<file path="config.mk">
export PLATFORM = sky130hd
export DESIGN_NAME = keyed_wdog
export DESIGN_NICKNAME = d
export VERILOG_FILES = /design/src/rtl/wdog_pkg.sv /design/src/rtl/wdog_xfer.sv /design/src/rtl/wdog_regs.sv /design/src/rtl/wdog_divider.sv /design/src/rtl/wdog_downcnt.sv /design/src/rtl/keyed_wdog.sv
export SDC_FILE = /design/constraint.sdc
export NUM_CORES = 1
export LEC_CHECK = 0
export ABC_AREA = 1
export CAP_MARGIN = 20
export CORE_MARGIN = 2
export CORE_UTILIZATION = 57
export DETAILED_ROUTE_END_ITERATION = 8
export PLACE_DENSITY = 0.79
export SYNTH_ARGS = -nofsm -noshare
export SYNTH_HDL_FRONTEND = slang
export SYNTH_HIERARCHICAL = 1
export SYNTH_SLANG_ARGS = --single-unit
</file>
<file path="constraint.sdc">
create_clock -name clk -period 2.8 [get_ports clk]
set_clock_uncertainty 0.15 [all_clocks]
set_input_delay 0.56 -clock clk [delete_from_list [all_inputs] [get_ports clk]]
set_output_delay 0.56 -clock clk [all_outputs]
set_load 0.05 [all_outputs]
</file>
<file path="src/rtl/wdog_pkg.sv">
package wdog_pkg;
  localparam logic [15:0] KEY_UNLOCK  = 16'h5555;
  localparam logic [15:0] KEY_LOCK    = 16'h0000;
  localparam logic [15:0] KEY_START   = 16'hCCCC;
  localparam logic [15:0] KEY_REFRESH = 16'hAAAA;

  localparam logic [4:0] ADR_KEY  = 5'h00;
  localparam logic [4:0] ADR_DIV  = 5'h04;
  localparam logic [4:0] ADR_RLD  = 5'h08;
  localparam logic [4:0] ADR_STAT = 5'h0C;
  localparam logic [4:0] ADR_WIN  = 5'h10;
endpackage

</file>
<file path="src/rtl/wdog_xfer.sv">
// Shadow register plus a fixed-latency hand-over to the counter side.
module wdog_xfer #(
  parameter int W = 4,
  parameter int LAT = 3,
  parameter logic [W-1:0] INIT = '0
) (
  input  logic         clk,
  input  logic         rst,
  input  logic         wr_en,
  input  logic [W-1:0] wr_val,
  output logic [W-1:0] shadow,
  output logic [W-1:0] eff,
  output logic         pend
);
  localparam int CW = $clog2(LAT + 1);
  logic [CW-1:0] cnt;

  always_ff @(posedge clk) begin
    if (rst) begin
      shadow <= INIT;
      eff    <= INIT;
      pend   <= 1'b0;
      cnt    <= '0;
    end else if (wr_en) begin
      shadow <= wr_val;
      pend   <= 1'b1;
      cnt    <= CW'(LAT);
    end else if (pend) begin
      cnt <= cnt - 1'b1;
      if (cnt == CW'(1)) begin
        eff  <= shadow;
        pend <= 1'b0;
      end
    end
  end
endmodule

</file>
<file path="src/rtl/wdog_regs.sv">
module wdog_regs
  import wdog_pkg::*;
#(
  parameter int ADDR_W = 5,
  parameter int DATA_W = 16,
  parameter int RLD_W = 12,
  parameter int PR_MAX = 6,
  parameter int PR_W = 3,
  parameter int SYNC_LAT = 3
) (
  input  logic              clk,
  input  logic              rst,
  input  logic [ADDR_W-1:0] bus_addr,
  input  logic              bus_we,
  input  logic [DATA_W-1:0] bus_wdata,
  output logic [DATA_W-1:0] bus_rdata,
  output logic              start_key,
  output logic              refresh_key,
  output logic              active,
  output logic              unlocked,
  output logic [PR_W-1:0]   pr_shadow,
  output logic [PR_W-1:0]   pr_eff,
  output logic              pr_pend,
  output logic [RLD_W-1:0]  rld_shadow,
  output logic [RLD_W-1:0]  rld_eff,
  output logic              rld_pend
);
  logic            key_wr, pr_wr, rld_wr;
  logic [PR_W-1:0] pr_val;

  assign key_wr      = bus_we && (bus_addr == ADDR_W'(ADR_KEY));
  assign start_key   = key_wr && (bus_wdata == DATA_W'(KEY_START));
  assign refresh_key = key_wr && (bus_wdata == DATA_W'(KEY_REFRESH));
  assign pr_wr       = bus_we && unlocked && (bus_addr == ADDR_W'(ADR_DIV));
  assign rld_wr      = bus_we && unlocked && (bus_addr == ADDR_W'(ADR_RLD));
  assign pr_val      = (bus_wdata > DATA_W'(PR_MAX)) ? PR_W'(PR_MAX) : PR_W'(bus_wdata);

  always_ff @(posedge clk) begin
    if (rst) begin
      unlocked <= 1'b0;
      active   <= 1'b0;
    end else if (key_wr) begin
      if (bus_wdata == DATA_W'(KEY_UNLOCK))
        unlocked <= 1'b1;
      else if (!start_key && !refresh_key)
        unlocked <= 1'b0;
      if (start_key)
        active <= 1'b1;
    end
  end

  wdog_xfer #(.W(PR_W), .LAT(SYNC_LAT), .INIT('0)) u_pr_xfer (
    .clk(clk), .rst(rst), .wr_en(pr_wr), .wr_val(pr_val),
    .shadow(pr_shadow), .eff(pr_eff), .pend(pr_pend)
  );

  wdog_xfer #(.W(RLD_W), .LAT(SYNC_LAT), .INIT({RLD_W{1'b1}})) u_rld_xfer (
    .clk(clk), .rst(rst), .wr_en(rld_wr), .wr_val(RLD_W'(bus_wdata)),
    .shadow(rld_shadow), .eff(rld_eff), .pend(rld_pend)
  );

  always_ff @(posedge clk) begin
    if (rst) begin
      bus_rdata <= '0;
    end else begin
      case (bus_addr)
        ADDR_W'(ADR_DIV):  bus_rdata <= DATA_W'(pr_shadow);
        ADDR_W'(ADR_RLD):  bus_rdata <= DATA_W'(rld_shadow);
        ADDR_W'(ADR_STAT): bus_rdata <= DATA_W'({rld_pend, pr_pend});
        ADDR_W'(ADR_WIN):  bus_rdata <= DATA_W'({RLD_W{1'b1}});
        default:           bus_rdata <= '0;
      endcase
    end
  end
endmodule

</file>
<file path="src/rtl/wdog_divider.sv">
// Power-of-two tick generator; the ratio is latched at each counter load.
module wdog_divider #(
  parameter int PR_W = 3,
  parameter int CW = 8
) (
  input  logic            clk,
  input  logic            rst,
  input  logic            active,
  input  logic            load,
  input  logic [PR_W-1:0] pr_in,
  output logic            tick
);
  logic [PR_W-1:0] pr_cur;
  logic [CW-1:0]   presc;
  logic [CW:0]     ratio;

  assign ratio = (CW+1)'(4) << pr_cur;
  assign tick  = active && (presc == CW'(ratio - 1'b1));

  always_ff @(posedge clk) begin
    if (rst) begin
      pr_cur <= '0;
      presc  <= '0;
    end else if (load) begin
      pr_cur <= pr_in;
      presc  <= '0;
    end else if (active) begin
      presc <= tick ? '0 : presc + 1'b1;
    end
  end
endmodule

</file>
<file path="src/rtl/wdog_downcnt.sv">
module wdog_downcnt #(
  parameter int RLD_W = 12
) (
  input  logic             clk,
  input  logic             rst,
  input  logic             load,
  input  logic             tick,
  input  logic [RLD_W-1:0] rld_in,
  output logic             expire,
  output logic             rst_req
);
  logic [RLD_W-1:0] cnt;

  assign expire = tick && (cnt == '0) && !load;

  always_ff @(posedge clk) begin
    if (rst) begin
      cnt     <= '0;
      rst_req <= 1'b0;
    end else begin
      rst_req <= expire;
      if (load || expire)
        cnt <= rld_in;
      else if (tick)
        cnt <= cnt - 1'b1;
    end
  end
endmodule

</file>
<file path="src/rtl/keyed_wdog.sv">
module keyed_wdog #(
  parameter int ADDR_W = 5,
  parameter int DATA_W = 16,
  parameter int RLD_W = 12,
  parameter int MAX_DIV_LOG2 = 8,
  parameter int SYNC_LAT = 3
) (
  input  logic              clk,
  input  logic              rst,
  input  logic [ADDR_W-1:0] bus_addr,
  input  logic              bus_we,
  input  logic [DATA_W-1:0] bus_wdata,
  output logic [DATA_W-1:0] bus_rdata,
  output logic              rst_req_o
);
  localparam int PR_MAX = MAX_DIV_LOG2 - 2;
  localparam int PR_W = $clog2(PR_MAX + 1);

  logic             start_key, refresh_key, active, unlocked;
  logic [PR_W-1:0]  pr_shadow, pr_eff;
  logic             pr_pend, rld_pend;
  logic [RLD_W-1:0] rld_shadow, rld_eff;
  logic             load_req, expire, tick;

  wdog_regs #(
    .ADDR_W(ADDR_W), .DATA_W(DATA_W), .RLD_W(RLD_W),
    .PR_MAX(PR_MAX), .PR_W(PR_W), .SYNC_LAT(SYNC_LAT)
  ) u_regs (
    .clk(clk), .rst(rst), .bus_addr(bus_addr), .bus_we(bus_we),
    .bus_wdata(bus_wdata), .bus_rdata(bus_rdata),
    .start_key(start_key), .refresh_key(refresh_key),
    .active(active), .unlocked(unlocked),
    .pr_shadow(pr_shadow), .pr_eff(pr_eff), .pr_pend(pr_pend),
    .rld_shadow(rld_shadow), .rld_eff(rld_eff), .rld_pend(rld_pend)
  );

  assign load_req = (start_key && !active) || (refresh_key && active);

  wdog_divider #(.PR_W(PR_W), .CW(MAX_DIV_LOG2)) u_div (
    .clk(clk), .rst(rst), .active(active), .load(load_req || expire),
    .pr_in(pr_eff), .tick(tick)
  );

  wdog_downcnt #(.RLD_W(RLD_W)) u_cnt (
    .clk(clk), .rst(rst), .load(load_req), .tick(tick),
    .rld_in(rld_eff), .expire(expire), .rst_req(rst_req_o)
  );
endmodule

</file>
Word-level counts from Yosys, hierarchy flattened
Index checks and enable logic that the tools add are counted.
- add/sub/neg operators: 5
- multipliers: 0
- div/mod/pow operators: 0
- $lt $le $gt $ge: 1
- eq/ne operators: 10
- shift operators: 1
- multiplexer cells: 17
- bitwise gates (word level): 2
- reductions and logical operators: 29
- operators by type and width (kind ; number):
    one-hot mux 12 bit (4 select lines) ; 1
    == test 16 bit (second input constant) ; 2
    two-way mux 12 bit ; 2
    == test 16 x 15 -> 1 bit (second input constant) ; 1
    > comparator 16 x 3 -> 1 bit (second input constant) ; 1
    logical AND 1 bit ; 12
    logical NOT 12 bit ; 1
    subtractor 12 x 1 -> 12 bit (second input constant) ; 1
    == test 5 x 4 -> 1 bit (second input constant) ; 2
    adder 8 x 1 -> 8 bit (second input constant) ; 1
    == test 8 bit ; 1
    two-way mux 1 bit ; 8
    two-way mux 2 bit ; 4
    two-way mux 8 bit ; 1
    nonzero test 2 bit ; 4
    << shifter 3 x 3 -> 8 bit (first input constant) ; 1
    subtractor 8 x 1 -> 8 bit (second input constant) ; 1
    AND reduction 3 bit ; 2
    == test 5 x 3 -> 1 bit (second input constant) ; 1
    == test 5 bit (second input constant) ; 1
    logical NOT 5 bit ; 1
    == test 2 x 1 -> 1 bit (second input constant) ; 2
    logical NOT 1 bit ; 4
    AND reduction 2 bit ; 2
    5 further kinds ; 8
- bits in registers: 78
- latch bits: 0
- RAM bits: 0
- bits in read-only memories: 0
- output and inout port bits: 17
- word-level logic and storage cells: 80
- memories kept: 0

Depth between registers and ports, before layout
- word-level depth: 9
- mapped depth: 20
- depth with buffers taken out: 19

Cells and area by module
Netlist, hierarchy kept.
- modules (own cells, without submodules) (module ; times used ; cells an instance ; area an instance (µm²)):
    wdog_xfer at u_regs.u_rld_xfer ; 1 ; 126 ; 1048.5
    wdog_downcnt ; 1 ; 151 ; 959.7
    wdog_regs ; 1 ; 143 ; 885.8
    wdog_divider ; 1 ; 91 ; 644.4
    wdog_xfer at u_regs.u_pr_xfer ; 1 ; 47 ; 365.4
    keyed_wdog ; 1 ; 6 ; 31.3

Worst setup path before layout
OpenSTA, ideal clock, no wires.
- path kind: register to register
- start: register u_div.presc[0]
- end: register u_div.pr_cur[0]
- setup time: 86 ps
- arrival time: 1911 ps
- slack: 654 ps
- cell stages (with the launch flop): 19
- clock period less this slack: 2146 ps
- cells stage by stage: dfxtp_1 ha_1 nand2_1 nor2_2 nand2_1 nor2_2 nand2_2 inv_1 buf_4 nand2_2 inv_1 nand2_2 nor2_4 nand2_4 nor2_1 inv_1 nand3_2 inv_2 a211oi_1
- longest elaborated chain between the ends: 5
- RTL lines (item ; RTL line ; text):
    start: declaration ; wdog_divider.sv:14 ; logic [CW-1:0] presc;
    start signal: assignment ; wdog_divider.sv:28 ; presc <= tick ? '0 : presc + 1'b1;
    == test 8 bit ; wdog_divider.sv:18 ; assign tick = active && (presc == CW'(ratio - 1'b1));
    logical AND 1 bit ; wdog_divider.sv:18 ;
    named net tick ; keyed_wdog.sv:23 ; logic load_req, expire, tick;
    logical AND 1 bit (2 in a row) ; wdog_downcnt.sv:14 ; assign expire = tick && (cnt == '0) && !load;
    named net expire ; keyed_wdog.sv:23 ;
    logical OR 1 bit ; keyed_wdog.sv:40 ; .clk(clk), .rst(rst), .active(active), .load(load_req || expire),
    end signal: assignment ; wdog_divider.sv:25 ; pr_cur <= pr_in;
    end: declaration ; wdog_divider.sv:13 ; logic [PR_W-1:0] pr_cur;
The timed path passes the listed nets, and every way through them passes these cells.
A chain may end at the register's enable or synchronous reset.

Final worst setup path
- start: input bus_wdata[7]
- end: register u_cnt.cnt[4]
- longest elaborated chain between the ends: 8
- elaborated cells between the ends (all ways): 12
- classes of those cells: eq/ne (2); mux (1); reduce/logical (9)
- RTL lines (item ; RTL line ; text):
    start: declaration ; keyed_wdog.sv:12 ; input logic [DATA_W-1:0] bus_wdata,
    == test 16 bit * ; wdog_regs.sv:33 ; assign refresh_key = key_wr && (bus_wdata == DATA_W'(KEY_REFRESH));
    logical AND 1 bit * ; wdog_regs.sv:33 ;
    named net refresh_key ; keyed_wdog.sv:19 ; logic start_key, refresh_key, active, unlocked;
    logical AND 1 bit * ; keyed_wdog.sv:37 ; assign load_req = (start_key && !active) || (refresh_key && active);
    logical OR 1 bit * ; keyed_wdog.sv:37 ;
    named net load_req ; keyed_wdog.sv:23 ;
    logical NOT 1 bit ; wdog_downcnt.sv:14 ;
    logical AND 1 bit ; wdog_downcnt.sv:14 ;
    logical OR 1 bit * ; wdog_downcnt.sv:22 ; if (load || expire)
    two-way mux 12 bit or nonzero test 2 bit (tied branches) ; -- ;
    end signal: assignment ; wdog_downcnt.sv:23 ; cnt <= rld_in;
    end signal: assignment ; wdog_downcnt.sv:25 ; cnt <= cnt - 1'b1;
    end: declaration ; wdog_downcnt.sv:12 ; logic [RLD_W-1:0] cnt;
Mark *: on every way through the listed nets, which the timed path passes. The rest lies on a longest branch.

==> impl_metrics.env <==
export IMPL_crit_fanout=12
export IMPL_cp_start_kind="input port"
export IMPL_totalWireLength_um=8730
export IMPL_die_x_um=87.1
export IMPL_synthTopCellsByCount="nand2_1, dfxtp_1, inv_1, nor2_1, nand3_1"
export IMPL_grt_pass1_vias=3334
export IMPL_final_nets=649
export IMPL_grt_usage_pct=24.4
export IMPL_initial_utilization_pct=58.6
export IMPL_synth_cell_types=37
export IMPL_ant_nets=0
export IMPL_ios=41
export IMPL_critPathMostFrequentCell="nand2_1"
export IMPL_synth_edf_count=0
export IMPL_fin_area_um2=4660
export IMPL_cts_path_max_buffers=2
export IMPL_io_buffers=36
export IMPL_dp_cells=689
export IMPL_synthArstFlopShare_pct=0
export IMPL_drc=0
export IMPL_status="complete, no violations"
export IMPL_crit_required_ns=2.95
export IMPL_drt_pre_antenna_iters=5
export IMPL_rows=30
export IMPL_path_cells="clkdlybuf4s50_1 > nand2_1 > inv_1 > nand2_1 > nor2_1 > nand2_1 > nor2_1 > nand2_1 > nand2_1 > buf_4 > buf_4 > a21oi_2 > nand3_1 > nand3_1 > nand2_1 > inv_1"
export IMPL_cts_root_buf="clkbuf_8"
export IMPL_cap_violations=0
export IMPL_finalMaxSlewViolations=0
export IMPL_finalCritPeriodShare_pct=90.1
export IMPL_numCtsBuffers=9
export IMPL_clkLatencyLatePin_ns=0.35
export IMPL_grt_pass1_wl_um=14800
export IMPL_n_antenna_cell=0
export IMPL_ys_seq_area_share_pct=37.6
export IMPL_synth_cells=564
export IMPL_final_cells=705
export IMPL_p_leak_nw=2.20
export IMPL_post_synth_top_count_cell="nand2_1"
export IMPL_synth_area_um2=3940
export IMPL_slowest_stage="clkdlybuf4s50_1"
export IMPL_max_freq_mhz=397
export IMPL_min_period_ns=2.52
export IMPL_total_power_mw=2.02
export IMPL_fp_dieArea_um2=7580
export IMPL_layout_drive_gt1_share_pct=16.3
export IMPL_worstPathArrival_ns=2.67
export IMPL_p_per_area_nw_per_um2=433
export IMPL_dp_hpwl_um=6600
export IMPL_area_growth_pct=18.4
export IMPL_hold_buffers=0
export IMPL_setup_viol_count_final=0
export IMPL_grt_start_max_net_pins=31
export IMPL_tns_ns=0
export IMPL_finalHoldViolations=0
export IMPL_vias_per_cell=5.20
export IMPL_h_tree_depth=3
export IMPL_synth_avg_cell_area_um2=6.98
export IMPL_drt_iter0_markers=157
export IMPL_cts_tree="yes"
export IMPL_maxSlewHeadroom_pct=52.9
export IMPL_gp_congestion=0.912
export IMPL_post_cts_resize_count=0
export IMPL_synth_top_area_share_pct=37.6
export IMPL_wl_per_cell_um=12.4
export IMPL_synth_seq_cells=74
export IMPL_final_core_utilization_pct=69.3
export IMPL_rsz0062_at_grt="false"
export IMPL_yosysWarningCount=6
export IMPL_worst_pin_slew_ns=0.705
export IMPL_yosys_top_cells_area="dfxtp_1, nand2_1, nand3_1"
export IMPL_overflow=0
export IMPL_irDropWorstVdd_v=0.000228
export IMPL_clk_pin_slew_ns=0.08
export IMPL_via_count=3667
export IMPL_clock_sinks=74
export IMPL_crit_path_end_kind="flip-flop"
export IMPL_ys_flop_type="dfxtp_1"
export IMPL_hp_class="reg -> reg"
export IMPL_post_cts_buffers=0
export IMPL_coreArea_um2=6720
export IMPL_synth_area_leader_cell="dfxtp_1"
export IMPL_die_h_um=87.1
export IMPL_crit_type="in -> reg"
export IMPL_placed_cell_area_um2=4470
export IMPL_antenna_found_initial=0
export IMPL_max_stage_delay_ns=0.46
-- placed cells by master (no fill, tap or decap), types with 18 or more instances in the layout --
master,count
a21oi_1,25
buf_4,26
clkdlybuf4s50_1,36
dfxtp_1,74
inv_1,64
nand2_1,144
nand3_1,51
nand4_1,18
nor2_1,61
nor2_2,21
-- cell families (layout without fill, tap and decap cells) --
logic type | count (synthesis) | in the layout | synth area share, %
other | 1 | 4 | 0.0953
buffers and inverters | 95 | 153 | 11.4
xor gates and xnor gates | 10 | 10 | 2.23
and+or+nand+nor | 332 | 332 | 40.3
AOI/OAI and AO/OA | 47 | 47 | 6.68
DFF | 74 | 74 | 37.6
adders and majority gates | 5 | 5 | 1.59
-- layout make-up --
class / instances / area [um2]
Clock buffer: 9 / 124
Timing Repair Buffer: 63 / 576
Tap cell: 80 / 100
Clock inverter: 7 / 68.8
Sequential cell: 74 / 1480
Fill cell: 582 / 2060
Inverter: 74 / 288
Multi-Input combinational cell: 398 / 2020
-- flip-flops by register name, summed over array words and instances (netlist names) --
name / cells
u_regs/u_rld_xfer/cnt: 2
u_regs/u_rld_xfer/shadow: 12
u_regs/bus_rdata: 12
u_regs/u_rld_xfer/eff: 12
u_cnt/rst_req: 1
u_regs/active: 1
u_div/presc: 8
u_regs/unlocked: 1
u_cnt/cnt: 12
u_regs/u_pr_xfer/shadow: 3
u_regs/u_rld_xfer/pend: 1
u_regs/u_pr_xfer/eff: 3
u_regs/u_pr_xfer/cnt: 2
u_regs/u_pr_xfer/pend: 1
u_div/pr_cur: 3
-- critical path: cells and delay by family --
kind	cells	cell delay (ns)
buf+inv	5	0.81
simple gates	10	0.87
compound gates	1	0.41
-- metal layers --
metal,GRT usage [%],share of wire (%),vias up
met5,0,0,-
met4,8.66,1.5,0
met3,4.45,3.7,12
met2,40.2,48,93
met1,31.9,47,1671
li1,-,-,1891
-- power breakdown --
| group | leakage (nW) | switching [mW] | internal [mW] | total (mW) |
|---|---|---|---|---|
| Clock | 0.0954 | 0.406 | 0.409 | 0.816 |
| Sequential | 0.597 | 0.000877 | 1.05 | 1.06 |
| Combinational | 1.51 | 0.0840 | 0.0624 | 0.146 |
-- final timing paths --
kind,startpoint,endpoint,slack [ns],depth (start not counted)
max,bus_wdata[7],u_cnt/cnt[4],0.28,16
min,u_regs/u_rld_xfer/eff[1],u_regs/u_rld_xfer/eff[1],0.32,2
max reg2reg,u_div/presc[0],u_div/presc[6],0.33,18
min reg2reg,u_regs/u_rld_xfer/eff[1],u_regs/u_rld_xfer/eff[1],0.32,2
-- metrics by stage --
step	worst slack (ns)	hold WS (ns)
floorplan	0.654	0.274
global placement	-0.0258	0.292
detailed placement	-0.0703	0.293
CTS	0.293	0.321
global route	0.0610	0.344
finish	0.278	0.318
Note: power is estimated with default switching activity, not from simulation.
